===== src/rtl/sld_pkg.sv =====
package sld_pkg;
   localparam int unsigned SLD_ENTRIES_DEF = 4;
   localparam int unsigned SLD_BASE_W_DEF  = 16;
   localparam int unsigned SLD_OFF_W_DEF   = 64;
   localparam int unsigned SLD_SIZE_W_DEF  = 16;

   // relation of one recorded store to the queried load
   typedef enum logic [1:0] {
      REL_NONE     = 2'd0,
      REL_EXACT    = 2'd1,
      REL_ST_BELOW = 2'd2,
      REL_LD_BELOW = 2'd3
   } sld_rel_e;
endpackage


===== src/rtl/sld_range_cmp.sv =====
module sld_range_cmp
   import sld_pkg::*;
#(
   parameter int unsigned BASE_W = SLD_BASE_W_DEF,
   parameter int unsigned OFF_W  = SLD_OFF_W_DEF,
   parameter int unsigned SIZE_W = SLD_SIZE_W_DEF
) (
   input  logic [BASE_W-1:0] e_base_i,
   input  logic [OFF_W-1:0]  e_off_i,
   input  logic [SIZE_W-1:0] e_size_i,
   input  logic [BASE_W-1:0] q_base_i,
   input  logic [OFF_W-1:0]  q_off_i,
   input  logic [SIZE_W-1:0] q_size_i,
   output sld_rel_e          rel_o,
   output logic              hit_o
);
   localparam int unsigned EXT_W = OFF_W + 1;
   localparam int unsigned PAD_W = EXT_W - SIZE_W;

   logic signed [EXT_W-1:0] e_lo, q_lo, e_hi, q_hi, e_len, q_len;
   logic base_eq, off_eq, e_below;

   always_comb begin
      e_lo  = {e_off_i[OFF_W-1], e_off_i};
      q_lo  = {q_off_i[OFF_W-1], q_off_i};
      e_len = {{PAD_W{1'b0}}, e_size_i};
      q_len = {{PAD_W{1'b0}}, q_size_i};
      e_hi  = e_lo + e_len;
      q_hi  = q_lo + q_len;
      base_eq = (e_base_i == q_base_i);
      off_eq  = (e_off_i == q_off_i);
      e_below = (e_lo < q_lo);
   end

   always_comb begin
      rel_o = REL_NONE;
      hit_o = 1'b0;
      if (base_eq) begin
         if (off_eq) begin
            rel_o = REL_EXACT;
            hit_o = 1'b1;
         end else if (e_below) begin
            rel_o = REL_ST_BELOW;
            hit_o = (e_hi > q_lo);
         end else begin
            rel_o = REL_LD_BELOW;
            hit_o = (q_hi > e_lo);
         end
      end
   end
endmodule


===== src/rtl/sld_store_table.sv =====
module sld_store_table
   import sld_pkg::*;
#(
   parameter int unsigned ENTRIES = SLD_ENTRIES_DEF,
   parameter int unsigned BASE_W  = SLD_BASE_W_DEF,
   parameter int unsigned OFF_W   = SLD_OFF_W_DEF,
   parameter int unsigned SIZE_W  = SLD_SIZE_W_DEF,
   localparam int unsigned CNT_W  = $clog2(ENTRIES + 1)
) (
   input  logic                            clk,
   input  logic                            rst_n,
   input  logic                            clr_i,
   input  logic                            wr_i,
   input  logic [BASE_W-1:0]               wr_base_i,
   input  logic [OFF_W-1:0]                wr_off_i,
   input  logic [SIZE_W-1:0]               wr_size_i,
   output logic [ENTRIES-1:0][BASE_W-1:0]  base_o,
   output logic [ENTRIES-1:0][OFF_W-1:0]   off_o,
   output logic [ENTRIES-1:0][SIZE_W-1:0]  size_o,
   output logic [ENTRIES-1:0]              live_o
);
   localparam logic [CNT_W-1:0] CNT_FULL = CNT_W'(ENTRIES);

   logic [CNT_W-1:0] fill_q;
   logic             accept;

   assign accept = wr_i && !clr_i && (fill_q != CNT_FULL);

   always_ff @(posedge clk) begin
      if (!rst_n || clr_i) begin
         fill_q <= '0;
      end else if (accept) begin
         fill_q <= fill_q + CNT_W'(1);
      end
   end

   for (genvar i = 0; i < ENTRIES; i++) begin : g_ent
      localparam logic [CNT_W-1:0] SLOT = CNT_W'(i);
      logic we;
      assign we        = accept && (fill_q == SLOT);
      assign live_o[i] = (fill_q > SLOT);

      always_ff @(posedge clk) begin
         if (!rst_n) begin
            base_o[i] <= '0;
            off_o[i]  <= '0;
            size_o[i] <= '0;
         end else if (we) begin
            base_o[i] <= wr_base_i;
            off_o[i]  <= wr_off_i;
            size_o[i] <= wr_size_i;
         end
      end
   end
endmodule


===== src/rtl/sld_overlap_detector.sv =====
module sld_overlap_detector
   import sld_pkg::*;
#(
   parameter int unsigned ENTRIES = SLD_ENTRIES_DEF,
   parameter int unsigned BASE_W  = SLD_BASE_W_DEF,
   parameter int unsigned OFF_W   = SLD_OFF_W_DEF,
   parameter int unsigned SIZE_W  = SLD_SIZE_W_DEF
) (
   input  logic              clk,
   input  logic              rst_n,
   input  logic              grp_end_i,
   input  logic              st_valid_i,
   input  logic [BASE_W-1:0] st_base_i,
   input  logic [OFF_W-1:0]  st_off_i,
   input  logic [SIZE_W-1:0] st_size_i,
   input  logic              ld_valid_i,
   input  logic              ld_memop_i,
   input  logic [BASE_W-1:0] ld_base_i,
   input  logic [OFF_W-1:0]  ld_off_i,
   input  logic [SIZE_W-1:0] ld_size_i,
   output logic              overlap_o
);
   if (ENTRIES < 1) begin : g_bad_entries
      $error("sld_overlap_detector: ENTRIES must be at least 1");
   end
   if (SIZE_W >= OFF_W) begin : g_bad_size
      $error("sld_overlap_detector: SIZE_W must be narrower than OFF_W");
   end
   if (BASE_W < 1 || OFF_W < 2) begin : g_bad_width
      $error("sld_overlap_detector: BASE_W or OFF_W too small");
   end

   logic [ENTRIES-1:0][BASE_W-1:0] tb_base;
   logic [ENTRIES-1:0][OFF_W-1:0]  tb_off;
   logic [ENTRIES-1:0][SIZE_W-1:0] tb_size;
   logic [ENTRIES-1:0]             tb_live;
   logic [ENTRIES-1:0]             ent_hit;
   logic                           query;

   sld_store_table #(
      .ENTRIES (ENTRIES),
      .BASE_W  (BASE_W),
      .OFF_W   (OFF_W),
      .SIZE_W  (SIZE_W)
   ) u_table (
      .clk       (clk),
      .rst_n     (rst_n),
      .clr_i     (grp_end_i),
      .wr_i      (st_valid_i),
      .wr_base_i (st_base_i),
      .wr_off_i  (st_off_i),
      .wr_size_i (st_size_i),
      .base_o    (tb_base),
      .off_o     (tb_off),
      .size_o    (tb_size),
      .live_o    (tb_live)
   );

   for (genvar i = 0; i < ENTRIES; i++) begin : g_cmp
      sld_rel_e rel;
      logic     raw_hit;
      sld_range_cmp #(
         .BASE_W (BASE_W),
         .OFF_W  (OFF_W),
         .SIZE_W (SIZE_W)
      ) u_cmp (
         .e_base_i (tb_base[i]),
         .e_off_i  (tb_off[i]),
         .e_size_i (tb_size[i]),
         .q_base_i (ld_base_i),
         .q_off_i  (ld_off_i),
         .q_size_i (ld_size_i),
         .rel_o    (rel),
         .hit_o    (raw_hit)
      );
      assign ent_hit[i] = raw_hit && tb_live[i] && (rel != REL_NONE);
   end

   assign query     = ld_valid_i && ld_memop_i && tb_live[0];
   assign overlap_o = query && (|ent_hit);
endmodule


===== config.mk =====
export PLATFORM = sky130hd
export DESIGN_NAME = sld_overlap_detector
export DESIGN_NICKNAME = d
export VERILOG_FILES = /design/src/rtl/sld_pkg.sv /design/src/rtl/sld_range_cmp.sv /design/src/rtl/sld_store_table.sv /design/src/rtl/sld_overlap_detector.sv
export SDC_FILE = /design/constraint.sdc
export NUM_CORES = 2
export LEC_CHECK = 0
export ABC_AREA = 1
export CAP_MARGIN = 20
export CORE_ASPECT_RATIO = 0.6
export CORE_MARGIN = 2
export CORE_UTILIZATION = 55
export DETAILED_ROUTE_END_ITERATION = 12
export DONT_BUFFER_PORTS = 1
export PLACE_DENSITY = 0.7
export SLEW_MARGIN = 5
export SYNTH_ARGS = -nofsm -noshare
export SYNTH_HDL_FRONTEND = slang
export SYNTH_SLANG_ARGS = --single-unit

===== constraint.sdc =====
create_clock -name clk -period 12.5 [get_ports clk]
set_clock_uncertainty 0.2 [all_clocks]
set_input_delay 0.625 -clock clk [delete_from_list [all_inputs] [get_ports clk]]
set_output_delay 0.625 -clock clk [all_outputs]
set_load 0.01 [all_outputs]

==> Word level (Yosys, flattened, before mapping) <==
Cells that the tools add are included.
{ "word_totals": {"ramBits": 0, "register_bits": 387, "memories": 0, "mem_bits_ro": 0, "latch_bits": 0, "out_inout_bits": 1} }
{ "classes": {"multipliers": 0, "n_addsub": 6, "magnitude_cmp": 16, "div": 0, "shifts": 0, "bitwise_logic": 0, "n_reduce_logical": 26, "mux": 24, "eq_ne": 12} }
{ "op_table": {"columns": ["op", "count"], "rows": [
  ["$gt 65x64->1", 8],
  ["$add 64x17->65", 5],
  ["$eq 64x64->1", 4],
  ["$lt 64x64->1", 4],
  ["$eq 16x16->1", 4],
  ["$logic_and 1x1->1", 17],
  ["$mux 1", 16],
  ["$mux 2", 8],
  ["$reduce_bool 2->1", 4],
  ["$eq 3x2->1 const B", 2],
  ["$gt 3x1->1 const B", 2],
  ["$gt 3x2->1 const B", 2],
  ["$reduce_or 4->1", 1],
  ["$add 3x1->3 const B", 1],
  ["$eq 3x1->1 const B", 1],
  ["$logic_not 3->1", 1],
  ["$ne 3x3->1 const B", 1],
  ["$logic_not 1->1", 2],
  ["$logic_or 1x1->1", 1]
]} }

==> Logic depth before layout (Yosys ltp) <==
{ "logic_depth": {"depth_word": 9, "mapped_depth": 39} }

==> Cells and area by module <==
From an unflattened synthesis, not the netlist that was laid out.
{ "hier_totals": {"cells_unflattened": 9077, "area_unflattened_um2": 55674.6} }
{ "modules_own_cells": {"columns": ["mod", "instances", "cells_per_inst", "area_per_inst_um2"], "rows": [
  ["sld_range_cmp (g_cmp[0].u_cmp ...)", 3, 1654, 9939.5],
  ["sld_store_table", 1, 2396, 15767.6],
  ["sld_range_cmp (g_cmp[1].u_cmp)", 1, 1690, 9975.8],
  ["sld_overlap_detector", 1, 29, 112.6]
]} }

==> Worst setup path after synthesis <==
OpenSTA, ideal clock, no wires.
{ "synth_timing": {"path_type": "input -> output", "startpoint": "in ld_off_i[0]", "endpoint": "out overlap_o", "arrival_ps": 4214, "setup_slack_ps": 7461, "path_stages": 35, "path_buffers": 0, "path_cell_list": "ha_1 fa_1 nand3_1 nand2_1 a21oi_2 o21ai_4 a21oi_2 o21ai_4 nand2_4 nor2_4 nand2_2 nor2_4 nand2_2 clkinv_2 nand3_1 nand2_1 ha_1 nand2_1 inv_1 nand2_1 nor3_1 nand2_1 nor4_1 nand2_1 nand2_1 nand2_1 nand2_1 inv_1 nand2_1 nand2_1 nand2_1 nand2_1 nand2_1 nor2_1 nor2_1"} }
{ "synth_via": {"elab_chain_len": 9, "word_cells_on_any_way": 55, "classes_between": "add/sub (1); order compare (12); eq/ne (4); mux (24); reduce/logical (14)"} }
{ "synth_rtl": {"columns": ["item", "line_no", "source"], "rows": [
  ["start: declaration", "sld_overlap_detector.sv:19", "input logic [OFF_W-1:0] ld_off_i,"],
  ["$add 64x17->65", "sld_range_cmp.sv:29", "q_hi = q_lo + q_len;"],
  ["$gt 65x64->1", "sld_range_cmp.sv:47", "hit_o = (q_hi > e_lo);"],
  ["$mux 1", "sld_range_cmp.sv:42", "end else if (e_below) begin"],
  ["$mux 1", "sld_range_cmp.sv:39", "if (off_eq) begin"],
  ["$mux 1", "sld_range_cmp.sv:38", "if (base_eq) begin"],
  ["$logic_and 1x1->1 (2 in a row)", "sld_overlap_detector.sv:76", "assign ent_hit[i] = raw_hit && tb_live[i] && (rel != REL_NONE);"],
  ["$reduce_or 4->1 (*)", "sld_overlap_detector.sv:80", "assign overlap_o = query && (|ent_hit);"],
  ["$logic_and 1x1->1 (*)", "sld_overlap_detector.sv:80", null],
  ["end: declaration", "sld_overlap_detector.sv:21", "output logic overlap_o"]
]} }
Mark *: on every way between the ends. The rest lies on a longest branch, timed or not.

==> Worst setup path after layout <==
{ "layout_timing": {"startpoint": "reg u_table.off_o[192] in the netlist's numbering", "endpoint": "out overlap_o"} }
{ "layout_via": {"elab_chain_len": 9, "word_cells_on_any_way": 16, "classes_between": "add/sub (1); order compare (3); eq/ne (1); mux (6); reduce/logical (5)"} }
{ "layout_rtl": {"columns": ["item", "line_no", "source"], "rows": [
  ["start: declaration", "sld_store_table.sv:18", "output logic [ENTRIES-1:0][OFF_W-1:0] off_o,"],
  ["start signal: indexed assignment", "sld_store_table.sv:50", "off_o[i] <= wr_off_i;"],
  ["$add 64x17->65", "sld_range_cmp.sv:28", "e_hi = e_lo + e_len;"],
  ["$gt 65x64->1", "sld_range_cmp.sv:44", "hit_o = (e_hi > q_lo);"],
  ["$mux 1", "sld_range_cmp.sv:42", null],
  ["$mux 1", "sld_range_cmp.sv:39", null],
  ["$mux 1", "sld_range_cmp.sv:38", null],
  ["$logic_and 1x1->1", "sld_overlap_detector.sv:76", null],
  ["$logic_and 1x1->1 (*)", "sld_overlap_detector.sv:76", null],
  ["$reduce_or 4->1 (*)", "sld_overlap_detector.sv:80", null],
  ["$logic_and 1x1->1 (*)", "sld_overlap_detector.sv:80", null]
]} }
Marked as above.

==> impl_metrics.env <==
export IMPL_post_synth_instance_area_um2=42700
export IMPL_multi_input_area_um2=31700
export IMPL_die_span_in_x_um=364
export IMPL_count_of_filler_cells_inserted_in_the_layout=7430
export IMPL_path_clk_slew_ns=0.07
export IMPL_final_hold_viol_count=0
export IMPL_dpl_cell_area_um2=43700
export IMPL_worst_r2r_endpoint="u_table.size_o[38]$_SDFFE_PN0P_"
export IMPL_worst_path_max_fanout=13
export IMPL_die_area_um2=79900
export IMPL_dieHeight_um=220
export IMPL_cp_data_arrival_time_ns=6.81
export IMPL_final_nets=7356
export IMPL_core_rowCount=79
export IMPL_worstPathRequired_ns=11.68
export IMPL_clock_sinks=387
export IMPL_clock_tree_buffer_depth=3
export IMPL_run_status="complete, no violations"
export IMPL_cp_slowest_stage_delay_ns=0.56
export IMPL_clk_root_buffer_cell="clkbuf_16"
export IMPL_grt_ovfl_total=0
export IMPL_drc_errors=0
export IMPL_tritoncts="built"
export IMPL_first_pass_iters=9
export IMPL_criticalPathCategory="reg2out"
export IMPL_rsz0062_at_grt="false"
export IMPL_final_cell_mix="1,213 x nand2_1, 861 x ha_1, 743 x a21oi_1"
export IMPL_syn_nets=7304
export IMPL_worst_path_most_repeated_cell="nand2_1"
export IMPL_regToRegSetupSlack_ns=8.03
export IMPL_synth_seq_cells=387
export IMPL_asyncSetResetFlopFracSynth=0
export IMPL_grt_total_usage=0.470
export IMPL_boundaryPins=199
export IMPL_power_density_nw_per_um2=79.1
export IMPL_slew_headroom=0.0761
export IMPL_post_drt_wl_per_cell_um=26.3
export IMPL_via_count=45900
export IMPL_timing_reg2reg_worst_path_depth=14
export IMPL_critPathCapture="overlap_o"
export IMPL_core_area_um2=77200
export IMPL_via_count_of_the_first_global_routing_pass=40200
export IMPL_via_per_inst=6.21
export IMPL_grt_antenna_before_repair=19
export IMPL_endpoint_kind="primary output"
export IMPL_synth_seq_area_share=0.182
export IMPL_r2r_start="u_table.fill_q[0]$_SDFFE_PP0P_"
export IMPL_comb_power_share=0.259
export IMPL_final_critical_path_setup_slack_ns=4.87
export IMPL_post_synth_cell_area_avg_um2=6.84
export IMPL_post_synthesis_cell_type_count=63
export IMPL_portBuffers=0
export IMPL_hold_path_class="in2reg"
export IMPL_htree_levels=2
export IMPL_crit_path_start="u_table.off_o[192]$_SDFFE_PN0P_"
export IMPL_grt_max_degree=159
export IMPL_routed_wl_mm=194
export IMPL_power_switching_share=0.361
export IMPL_synthCells=6240
export IMPL_detailed_placement_hpwl_mm=154
export IMPL_holdWs_ns=0.00254
export IMPL_synthFlopType="dfxtp_1"
export IMPL_areaGrowthSynthToFinish_pct=8.56
export IMPL_crit_path_slowest_cell="nor2_1"
export IMPL_post_route_cells_drive_above_1_share=0.0375
export IMPL_startpoint_type="flip-flop"
export IMPL_timing_worst_slew_pin_value_ns=1.38
export IMPL_seq_power_share=0.356
export IMPL_internal_power_w=0.00234
export IMPL_fmax_ghz=0.131
export IMPL_layout_cell_area_non_filler_um2=46300
export IMPL_first_iter_violations=7015
export IMPL_ctsResizeCount=0
export IMPL_synth_edff_count=0
export IMPL_yosysWarnings=0
export IMPL_seq_area_um2=7750
export IMPL_final_min_period_over_clock_period=0.611
export IMPL_setup_viol=0
export IMPL_drt_antenna_violating_nets=0
export IMPL_grt_pass1_wl_mm=275
export IMPL_drv_cap=0
export IMPL_finalWorstPathRequiredPeriod_ns=7.63
export IMPL_initial_core_util=0.553
export IMPL_peakVddDrop_uv=97.5
export IMPL_finalMaxSlewViolations=0
export IMPL_power_leakage_nw=21.9
export IMPL_clock_share_of_power=0.384
export IMPL_post_cts_repair_setup_buffers=0
export IMPL_fin_tns_setup_ns=0
export IMPL_place_congestion=1.14
export IMPL_clock_insertion_delay_worst_skew_ns=0.63
export IMPL_post_placement_worst_setup_slack_ns=5.92
export IMPL_cts_made_buffers=43
export IMPL_layout_commonest_cell="nand2_1"
export IMPL_p_sw_w=0.00132
-- synthesized netlist by cell type (7+ instances only) --
library cell / number / share of area
o21ai_2: 9 / 0.0018
inv_1: 713 / 0.063
nor4_1: 62 / 0.0091
o21ai_0: 470 / 0.055
a21oi_1: 743 / 0.087
o21bai_2: 7 / 0.0018
a21o_1: 25 / 0.0044
nor2_4: 14 / 0.0037
a21oi_2: 20 / 0.0041
xor2_1: 304 / 0.062
o21a_1: 41 / 0.0072
nand3_2: 9 / 0.0021
dfxtp_1: 387 / 0.18
nor3_1: 130 / 0.015
nand4_1: 112 / 0.016
nand2_2: 16 / 0.0023
inv_2: 9 / 0.00079
buf_2: 7 / 0.00082
nor2_1: 571 / 0.050
nor2_2: 15 / 0.0022
xnor2_1: 26 / 0.0053
nand2_1: 1215 / 0.11
nand3_1: 232 / 0.027
nand3b_1: 7 / 0.0012
a31oi_1: 8 / 0.0012
clkbuf_1: 122 / 0.011
o21bai_1: 10 / 0.0018
o22ai_1: 11 / 0.0016
ha_1: 861 / 0.25
-- worst min path at each step --
stage	startpoint	slack (ns)	cells after the start	end
4_1_cts	st_off_i[29]	0.0002	2	u_table.off_o[29]$_SDFFE_PN0P_
5_1_grt	st_off_i[14]	0.007	2	u_table.off_o[78]$_SDFFE_PN0P_
6_report	st_off_i[43]	0.003	2	u_table.off_o[107]$_SDFFE_PN0P_
3_5_place_dp	u_table.base_o[47]$_SDFFE_PN0P_	0.26	2	u_table.base_o[47]$_SDFFE_PN0P_
2_1_floorplan	u_table.base_o[55]$_SDFFE_PN0P_	0.24	2	u_table.base_o[55]$_SDFFE_PN0P_
3_3_place_gp	u_table.base_o[55]$_SDFFE_PN0P_	0.26	2	u_table.base_o[55]$_SDFFE_PN0P_
-- sequential cells by signal, indices dropped and copies added (netlist names) --
| register | flops |
|---|---|
| u_table.off_o | 256 |
| u_table.base_o | 64 |
| u_table.size_o | 64 |
| u_table.fill_q | 3 |
-- power by group through the flow --
stage	clock network, W	logic (W)	registers, W
final	0.00141	0.000950	0.00130
after global routing	0.00144	0.00104	0.00131
after CTS	0.00139	0.000903	0.00130
after detailed placement	0	0.000841	0.00133
after global placement	0	0.000826	0.00133
after floorplan	0	0.000591	0.00132
-- layer usage --
metal	vias to the layer above	part of all wire	wire length, µm	GRT usage
met5	-	0.0024	474	0.0294
met4	30	0.032	6230	0.128
met3	370	0.17	33400	0.203
met2	3064	0.36	69400	0.598
met1	21200	0.44	84400	0.694
li1	21200	-	-	-
-- metrics by stage --
step                      utilization  instances  total power, W
after floorplan                     -       6240         0.00191
after detailed placement        0.566       7189         0.00217
after global placement          0.566       7188         0.00215
after CTS                       0.600       7376         0.00360
final                           0.600       7385         0.00366
after global routing            0.600       7379         0.00379
-- layout make-up --
cell class	count	area share
Clock buffer	62	0.0269
Antenna cell	8	0.000432
Multi-Input combinational cell	4993	0.684
Sequential cell	387	0.167
Inverter	728	0.0592
Tap cell	1053	0.0284
Clock inverter	15	0.00416
Timing Repair Buffer	139	0.0291
-- worst max-delay path: cells and delay by family (launching register included) --
family / cells / cell delay (ns)
buffers and inverters: 1 / 0.24
flip-flops: 1 / 0.39
XOR/XNOR: 1 / 0.14
adder cells (fa/ha/maj): 3 / 0.76
AO/OA/AOI/OAI: 3 / 0.88
AND/OR/NAND/NOR: 24 / 3.74
-- cell families after synthesis --
kind of cell / after synthesis / synth area share
compound gates: 1374 / 0.173
xor+xnor: 330 / 0.0677
fa+ha+maj: 866 / 0.255
buf+inv: 860 / 0.0761
flops: 387 / 0.182
simple gates: 2423 / 0.247
-- timing repair --
item	CTS	global route
hold endpoints to repair	293	0
endpoints found under the setup margin	0	0
hold buffers	110	0
Power figures use the tool's default switching activity.
